`src/rtl/nco_pkg.sv`:
```
package nco_pkg;

  typedef enum logic [1:0] {
    WAVE_SINE    = 2'd0,
    WAVE_TRI     = 2'd1,
    WAVE_SQ_FULL = 2'd2,
    WAVE_SQ_HALF = 2'd3
  } wave_t;

  // Bit output beats triangle; triangle beats sine.
  function automatic wave_t pick_wave(input logic bitout, input logic div2,
                                      input logic tri_sel);
    if (bitout) return div2 ? WAVE_SQ_FULL : WAVE_SQ_HALF;
    if (tri_sel) return WAVE_TRI;
    return WAVE_SINE;
  endfunction

  // Rational sine approximation sampled at bin centres of one quarter wave.
  // With p = half-cycle in units and u the centre point:
  // sin ~ 4u(p-u) / (1.25 p^2 - u(p-u)).
  function automatic longint quarter_mag(input longint idx, input longint n,
                                         input longint amp);
    longint u, p, q, num, den;
    u   = 2 * idx + 1;
    p   = 4 * n;
    q   = u * (p - u);
    num = 4 * q * amp;
    den = (5 * p * p) / 4 - q;
    return num / den;
  endfunction

endpackage

```
`src/rtl/nco_phase_accum.sv`:
```
module nco_phase_accum #(
  parameter int ACC_W   = 28,
  parameter int PHASE_W = 12,
  parameter int TOP_W   = 11
) (
  input  logic               clk,
  input  logic               rst_n,
  input  logic               clear,
  input  logic               advance,
  input  logic               freq_sel,
  input  logic [ACC_W-1:0]   word0,
  input  logic [ACC_W-1:0]   word1,
  input  logic               phase_sel,
  input  logic [PHASE_W-1:0] ofs0,
  input  logic [PHASE_W-1:0] ofs1,
  output logic [TOP_W-1:0]   ph_top
);
  localparam int PAD_W = ACC_W - PHASE_W;

  logic [ACC_W-1:0] acc_q;
  logic [ACC_W-1:0] step_word;
  logic [ACC_W-1:0] ofs_aligned;
  logic [ACC_W-1:0] phase_sum;

  assign step_word   = freq_sel ? word1 : word0;
  assign ofs_aligned = {(phase_sel ? ofs1 : ofs0), {PAD_W{1'b0}}};
  assign phase_sum   = acc_q + ofs_aligned;
  assign ph_top      = phase_sum[ACC_W-1 -: TOP_W];

  always_ff @(posedge clk) begin
    if (!rst_n)       acc_q <= '0;
    else if (clear)   acc_q <= '0;
    else if (advance) acc_q <= acc_q + step_word;
  end

  AST_ACC_STEP: assert property (@(posedge clk) disable iff (!rst_n)
    (!clear && advance) |=> acc_q == $past(acc_q) + $past(freq_sel ? word1 : word0));
  AST_OFS_LOW_UNTOUCHED: assert property (@(posedge clk) disable iff (!rst_n)
    phase_sum[PAD_W-1:0] == acc_q[PAD_W-1:0]);
  AST_ACC_PARK: assert property (@(posedge clk) disable iff (!rst_n)
    clear |=> acc_q == '0);
  AST_ACC_FREEZE: assert property (@(posedge clk) disable iff (!rst_n)
    (!clear && !advance) |=> $stable(acc_q));
endmodule

```
`src/rtl/nco_quarter_sine.sv`:
```
module nco_quarter_sine #(
  parameter int ADDR_W = 8,
  parameter int MAG_W  = 9
) (
  input  logic [ADDR_W-1:0] idx,
  output logic [MAG_W-1:0]  mag
);
  localparam int  QN  = 2 ** ADDR_W;
  localparam longint AMP = (2 ** MAG_W) - 1;

  logic [MAG_W-1:0] table_q [QN];

  for (genvar gi = 0; gi < QN; gi++) begin : g_entry
    assign table_q[gi] = MAG_W'(nco_pkg::quarter_mag(longint'(gi), longint'(QN), AMP));
  end

  assign mag = table_q[idx];
endmodule

```
`src/rtl/nco_wave_shaper.sv`:
```
module nco_wave_shaper #(
  parameter int OUT_W = 10
) (
  input  logic             clk,
  input  logic             rst_n,
  input  logic             clear,
  input  logic             advance,
  input  logic [OUT_W:0]   ph_top,
  input  logic             bitout,
  input  logic             div2,
  input  logic             tri_sel,
  output logic [OUT_W-1:0] shaped
);
  import nco_pkg::*;

  localparam int QA_W = OUT_W - 2;
  localparam int MID  = 2 ** (OUT_W - 1);

  logic [OUT_W-1:0] addr;
  logic [QA_W-1:0]  qidx;
  logic [OUT_W-2:0] mag;
  logic [OUT_W-1:0] sine_val;
  logic [OUT_W-1:0] tri_val;
  logic             ph_msb;
  logic             msb_q;
  logic             div_q;
  logic             msb_rise;
  logic             half_next;
  wave_t            wave;

  assign addr = ph_top[OUT_W:1];
  assign qidx = addr[OUT_W-2] ? ~addr[QA_W-1:0] : addr[QA_W-1:0];

  nco_quarter_sine #(.ADDR_W(QA_W), .MAG_W(OUT_W-1)) u_rom (
    .idx(qidx),
    .mag(mag)
  );

  assign sine_val = addr[OUT_W-1] ? (OUT_W'(MID - 1) - {1'b0, mag})
                                  : (OUT_W'(MID) + {1'b0, mag});
  assign tri_val  = ph_top[OUT_W] ? ~ph_top[OUT_W-1:0] : ph_top[OUT_W-1:0];

  assign ph_msb    = ph_top[OUT_W];
  assign msb_rise  = ph_msb & ~msb_q;
  assign half_next = div_q ^ msb_rise;
  assign wave      = pick_wave(bitout, div2, tri_sel);

  always_comb begin
    unique case (wave)
      WAVE_SINE:    shaped = sine_val;
      WAVE_TRI:     shaped = tri_val;
      WAVE_SQ_FULL: shaped = ph_msb ? '0 : '1;
      WAVE_SQ_HALF: shaped = half_next ? '1 : '0;
      default:      shaped = sine_val;
    endcase
  end

  always_ff @(posedge clk) begin
    if (!rst_n || clear) begin
      msb_q <= 1'b0;
      div_q <= 1'b0;
    end else if (advance) begin
      msb_q <= ph_msb;
      div_q <= half_next;
    end
  end

  AST_SQUARE_RAIL: assert property (@(posedge clk) disable iff (!rst_n)
    bitout |-> (shaped == '0 || shaped == '1));
  AST_HALF_TOGGLE: assert property (@(posedge clk) disable iff (!rst_n)
    (advance && !clear && msb_rise) |=> div_q != $past(div_q));
  AST_HALF_PARK: assert property (@(posedge clk) disable iff (!rst_n)
    clear |=> !div_q && !msb_q);
endmodule

```
`src/rtl/dds_nco_core.sv`:
```
module dds_nco_core #(
  parameter int ACC_W   = 28,
  parameter int PHASE_W = 12,
  parameter int OUT_W   = 10
) (
  input  logic               clk,
  input  logic               rst_n,
  input  logic [ACC_W-1:0]   tune_word0,
  input  logic [ACC_W-1:0]   tune_word1,
  input  logic [PHASE_W-1:0] phase_ofs0,
  input  logic [PHASE_W-1:0] phase_ofs1,
  input  logic               freq_sel,
  input  logic               phase_sel,
  input  logic               ctl_reset,
  input  logic               ctl_hold,
  input  logic               ctl_pwrdn,
  input  logic               ctl_bitout,
  input  logic               ctl_div2,
  input  logic               ctl_tri,
  output logic [OUT_W-1:0]   sample_out,
  output logic               out_en
);
  localparam int TOP_W = OUT_W + 1;
  localparam logic [OUT_W-1:0] MIDSCALE = OUT_W'(2 ** (OUT_W - 1));

  logic [TOP_W-1:0] ph_top;
  logic [OUT_W-1:0] shaped;
  logic             run_en;

  assign run_en = ~ctl_hold;

  nco_phase_accum #(.ACC_W(ACC_W), .PHASE_W(PHASE_W), .TOP_W(TOP_W)) u_acc (
    .clk(clk), .rst_n(rst_n), .clear(ctl_reset), .advance(run_en),
    .freq_sel(freq_sel), .word0(tune_word0), .word1(tune_word1),
    .phase_sel(phase_sel), .ofs0(phase_ofs0), .ofs1(phase_ofs1),
    .ph_top(ph_top)
  );

  nco_wave_shaper #(.OUT_W(OUT_W)) u_shape (
    .clk(clk), .rst_n(rst_n), .clear(ctl_reset), .advance(run_en),
    .ph_top(ph_top), .bitout(ctl_bitout), .div2(ctl_div2), .tri_sel(ctl_tri),
    .shaped(shaped)
  );

  always_ff @(posedge clk) begin
    if (!rst_n) begin
      sample_out <= MIDSCALE;
      out_en     <= 1'b0;
    end else begin
      out_en <= ~ctl_pwrdn;
      if (ctl_reset || ctl_pwrdn) sample_out <= MIDSCALE;
      else if (!ctl_hold)         sample_out <= shaped;
    end
  end

  AST_PARK_MIDSCALE: assert property (@(posedge clk) disable iff (!rst_n)
    ctl_reset |=> sample_out == MIDSCALE);
  AST_OFF_STATE: assert property (@(posedge clk) disable iff (!rst_n)
    ctl_pwrdn |=> (!out_en && sample_out == MIDSCALE));
  AST_ON_STATE: assert property (@(posedge clk) disable iff (!rst_n)
    !ctl_pwrdn |=> out_en);
  AST_FREEZE_SAMPLE: assert property (@(posedge clk) disable iff (!rst_n)
    (ctl_hold && !ctl_reset && !ctl_pwrdn) |=> $stable(sample_out));
endmodule

```
`config.mk`:
```
export PLATFORM = sky130hd
export DESIGN_NAME = dds_nco_core
export DESIGN_NICKNAME = d
export VERILOG_FILES = /design/src/rtl/nco_pkg.sv /design/src/rtl/nco_phase_accum.sv /design/src/rtl/nco_quarter_sine.sv /design/src/rtl/nco_wave_shaper.sv /design/src/rtl/dds_nco_core.sv
export SDC_FILE = /design/constraint.sdc
export NUM_CORES = 1
export LEC_CHECK = 0
export BUFFER_PORTS_ARGS = -buffer_cell sky130_fd_sc_hd__buf_2
export CAP_MARGIN = 15
export CELL_PAD_IN_SITES_DETAIL_PLACEMENT = 2
export CELL_PAD_IN_SITES_GLOBAL_PLACEMENT = 2
export CORE_MARGIN = 1
export CORE_UTILIZATION = 31
export DETAILED_ROUTE_END_ITERATION = 8
export PLACE_DENSITY = 0.8
export SETUP_SLACK_MARGIN = 0.3
export SYNTH_ARGS = -nofsm -noshare
export SYNTH_HDL_FRONTEND = slang
export SYNTH_SLANG_ARGS = --single-unit
export TNS_END_PERCENT = 50
```
`constraint.sdc`:
```
create_clock -name clk -period 5.59 [get_ports clk]
set_input_delay 0.559 -clock clk [delete_from_list [all_inputs] [get_ports clk]]
set_output_delay 0.559 -clock clk [all_outputs]
set_load 0.02 [all_outputs]
```
==> out/qor.txt <==
FF-to-FF Start - u_acc.acc_q[16]$_SDFFE_PP0N_
antenna cells - 0
CTS buffer count - 5
Layout area overhead - 18.2%
PortBufs - 100
Net Count, Synth - 1176
Clock Sink Count - 41
Inst Count DP - 1462
Worst-path clk slew - 0.07 ns
Final Core Density - 37.5%
vias in the first global route - 9794
GRT Total Usage - 30.7%
mean post-synth cell area - 7.21 sq um
largest net degree at the start of global routing - 63
GP Congestion - 1.01
Skew-Pair Late Insertion Delay - 0.29 ns
core area - 23500 sq um
grt total ovfl - 0
RSZ-0062 raised after global routing - true
register bit total from synthesis - 41
Worst EP required - 5.78 ns
Top FF cell, synth - dfxtp_1
status - finished, final reports clean
Power Density - 334 nW/um^2
CTS root buffer - clkbuf_16
total power - 2.95 mW
Final setup viols - 0
Final Slew Violations - 0
Max clock buf depth - 2
Max Freq - 193 MHz
Synth cell types - 91
Post-synth top cells - 101 x a21oi_1, 98 x nor2_1, 93 x nand2_1
DRC Markers - 0
r2r endpoint - sample_out[1]$_SDFFE_PP0N_
Critical-path top delay cell - xnor3_1
# IOs - 101
Post-synth EDFFs - 0
Via density - 6.26
kind of critical path - in2reg
Die Span X - 157 microns
crit-path max FO - 20
Cell Count, Final, Fillers Out - 1470
Slew headroom - 27.1%
Initial Utilization - 31.7%
worst hold path stage count - 2
die area - 24700 sq um
Vias - 9208
Clock power frac - 10.6%
top cell type's share of synthesized area - 11.0%
hold_sp - ctl_pwrdn
CTS tree - built
area occupied by registers - 821 sq um
worst hold margin - 0.434 ns
fin area - 8830 sq um
worst reg2reg setup slack - 0.79 ns
Pre-Repair DR Iteration Count - 5
Fill cells - 2860
antenna viol nets, final - 0
Fin. Hold Viols - 0
share of layout cells above drive strength 1 - 24.0%
Mapped Area - 7470 sq um
post-synthesis sequential area ratio - 11.0%
Mapped Cells - 1037
reg2reg path depth - 14
Async SR Flop Fraction - 0%
Yosys top cell by area - dfxtp_1
final setup skew - 0.00681 ns
top post-synthesis cells by area - dfxtp_1 11%, ha_1 7.9%, a21oi_1 6.8%
DRT Wirelength - 37.7 mm
CP peak stage delay - 0.65 ns
antenna violations before repair - 1
first-pass GRT wire length - 57.7 mm
Initial DRC Count - 582
min cycle time layout - 5.18 ns
Setup WS post-layout - 0.406 ns
Critical Path End Type - flop
Max Cap Viol - 0
Arrival @ worst endpoint - 5.37 ns
Seq pwr share - 10.8%
Place WS - -0.0874 ns
Cell Rows - 56
Leak - 3.74 nW
post-placement cell area - 8670 sq um
die height - 157 microns
cell with the most instances after synthesis - a21oi_1
CP startpoint kind - input port
Worst Hold Endpoint - out_en$_SDFF_PN0_
warnings from Yosys - 0
Hold Crit Class - in2reg
multi-input logic area - 6250 sq um
Pint - 1.30 mW
CTS H-tree depth - 2
Post-DP HPWL - 29.8 mm
Slew @ Worst Pin - 1.09 ns
Tcrit/Tclk final - 92.7%
TNS Setup - 0 ns
Cell Chain, Critical Path - buf_2 -> buf_4 -> mux2_2 -> ha_1 -> a21oi_4 -> o221ai_2 -> a21oi_4 -> xnor2_4 -> buf_4 -> xnor3_1 -> nor2_1 -> a21boi_1 -> a41oi_2 -> o311ai_1 -> nand2_1 -> and3_1
DR WL/cell - 25.7 microns
switching power - 1.65 mW
Net Sw Frac - 55.8%
NumNets Final - 1289
Comb pwr share - 78.5%
Peak VDD IR - 0.122 mV
==> worst max-delay path: cells and delay by family <==
kind | cells | cell delay, ns
compound gates | 6 | 1.60
buf+inv | 3 | 0.72
xor+xnor | 2 | 0.84
mux | 1 | 0.34
fa+ha+maj | 1 | 0.42
simple gates | 3 | 0.89
==> what timing repair did <==
item / in CTS / in global routing
hold buffers: 0 / 0
gates resized for setup: 1 / 2
setup endpoints to repair: 1 / 3
setup buffers: 0 / 0
pin swaps: 0 / 0
==> worst max-delay path by stage <==
stage	start	end	slack (ns)	depth (start not counted)
2_1_floorplan	phase_sel	sample_out[2]$_SDFFE_PP0N_	0.40	20
3_3_place_gp	phase_sel	sample_out[0]$_SDFFE_PP0N_	0.16	19
3_5_place_dp	phase_sel	sample_out[0]$_SDFFE_PP0N_	-0.09	19
4_1_cts	phase_sel	sample_out[0]$_SDFFE_PP0N_	0.45	19
5_1_grt	phase_sel	sample_out[1]$_SDFFE_PP0N_	0.26	18
6_report	phase_sel	sample_out[1]$_SDFFE_PP0N_	0.41	16
==> logic make-up after synthesis <==
family                   share of synthesized area (%)
adder cells (fa/ha/maj)                           8.40
AND/OR/NAND/NOR                                   21.2
multiplexers                                      9.01
buffers and inverters                             6.16
XOR/XNOR                                          7.05
flip-flops                                        11.0
AO/OA/AOI/OAI                                     37.2
==> layout make-up <==
class / instances / share of cell area [%]
multi-input combinational: 893 / 70.7
timing repair buffer: 181 / 12.6
sequential: 41 / 9.29
tap: 319 / 4.52
clock buffer: 6 / 1.57
inverter: 28 / 1.19
clock inverter: 2 / 0.156
==> routing by layer <==
metal	track usage, %	routed length (microns)	vias up
met5	0	12	-
met4	15.9	1830	2
met3	4.24	2380	110
met2	52.9	18000	385
met1	37.1	15500	4545
li1	-	-	4166
==> placed cells by master, fill, tap and decap left out, drive strengths merged, types with 20 or more instances in the layout <==
master / count
o21ai: 72
nand2: 94
ha: 47
a21oi: 106
a21o: 20
inv: 28
dfxtp: 41
buf: 181
nor3: 35
mux2i: 23
nand3: 23
mux2: 39
nor2: 102
xnor2: 36
==> registers in the layout, summed over array words and instances, names as in the netlist <==
register       cells
u_acc.acc_q       28
sample_out        10
out_en             1
u_shape.div_q      1
u_shape.msb_q      1
==> power groups by stage <==
stage | clock, mW | combinational, mW | sequential, mW
2_1_floorplan | 0 | 1.36 | 0.326
3_3_place_gp | 0 | 2.19 | 0.325
3_5_place_dp | 0 | 2.23 | 0.326
4_1_cts | 0.319 | 2.25 | 0.319
5_1_grt | 0.330 | 2.42 | 0.321
6_report | 0.314 | 2.32 | 0.319
Power figures use the tool's default switching activity.
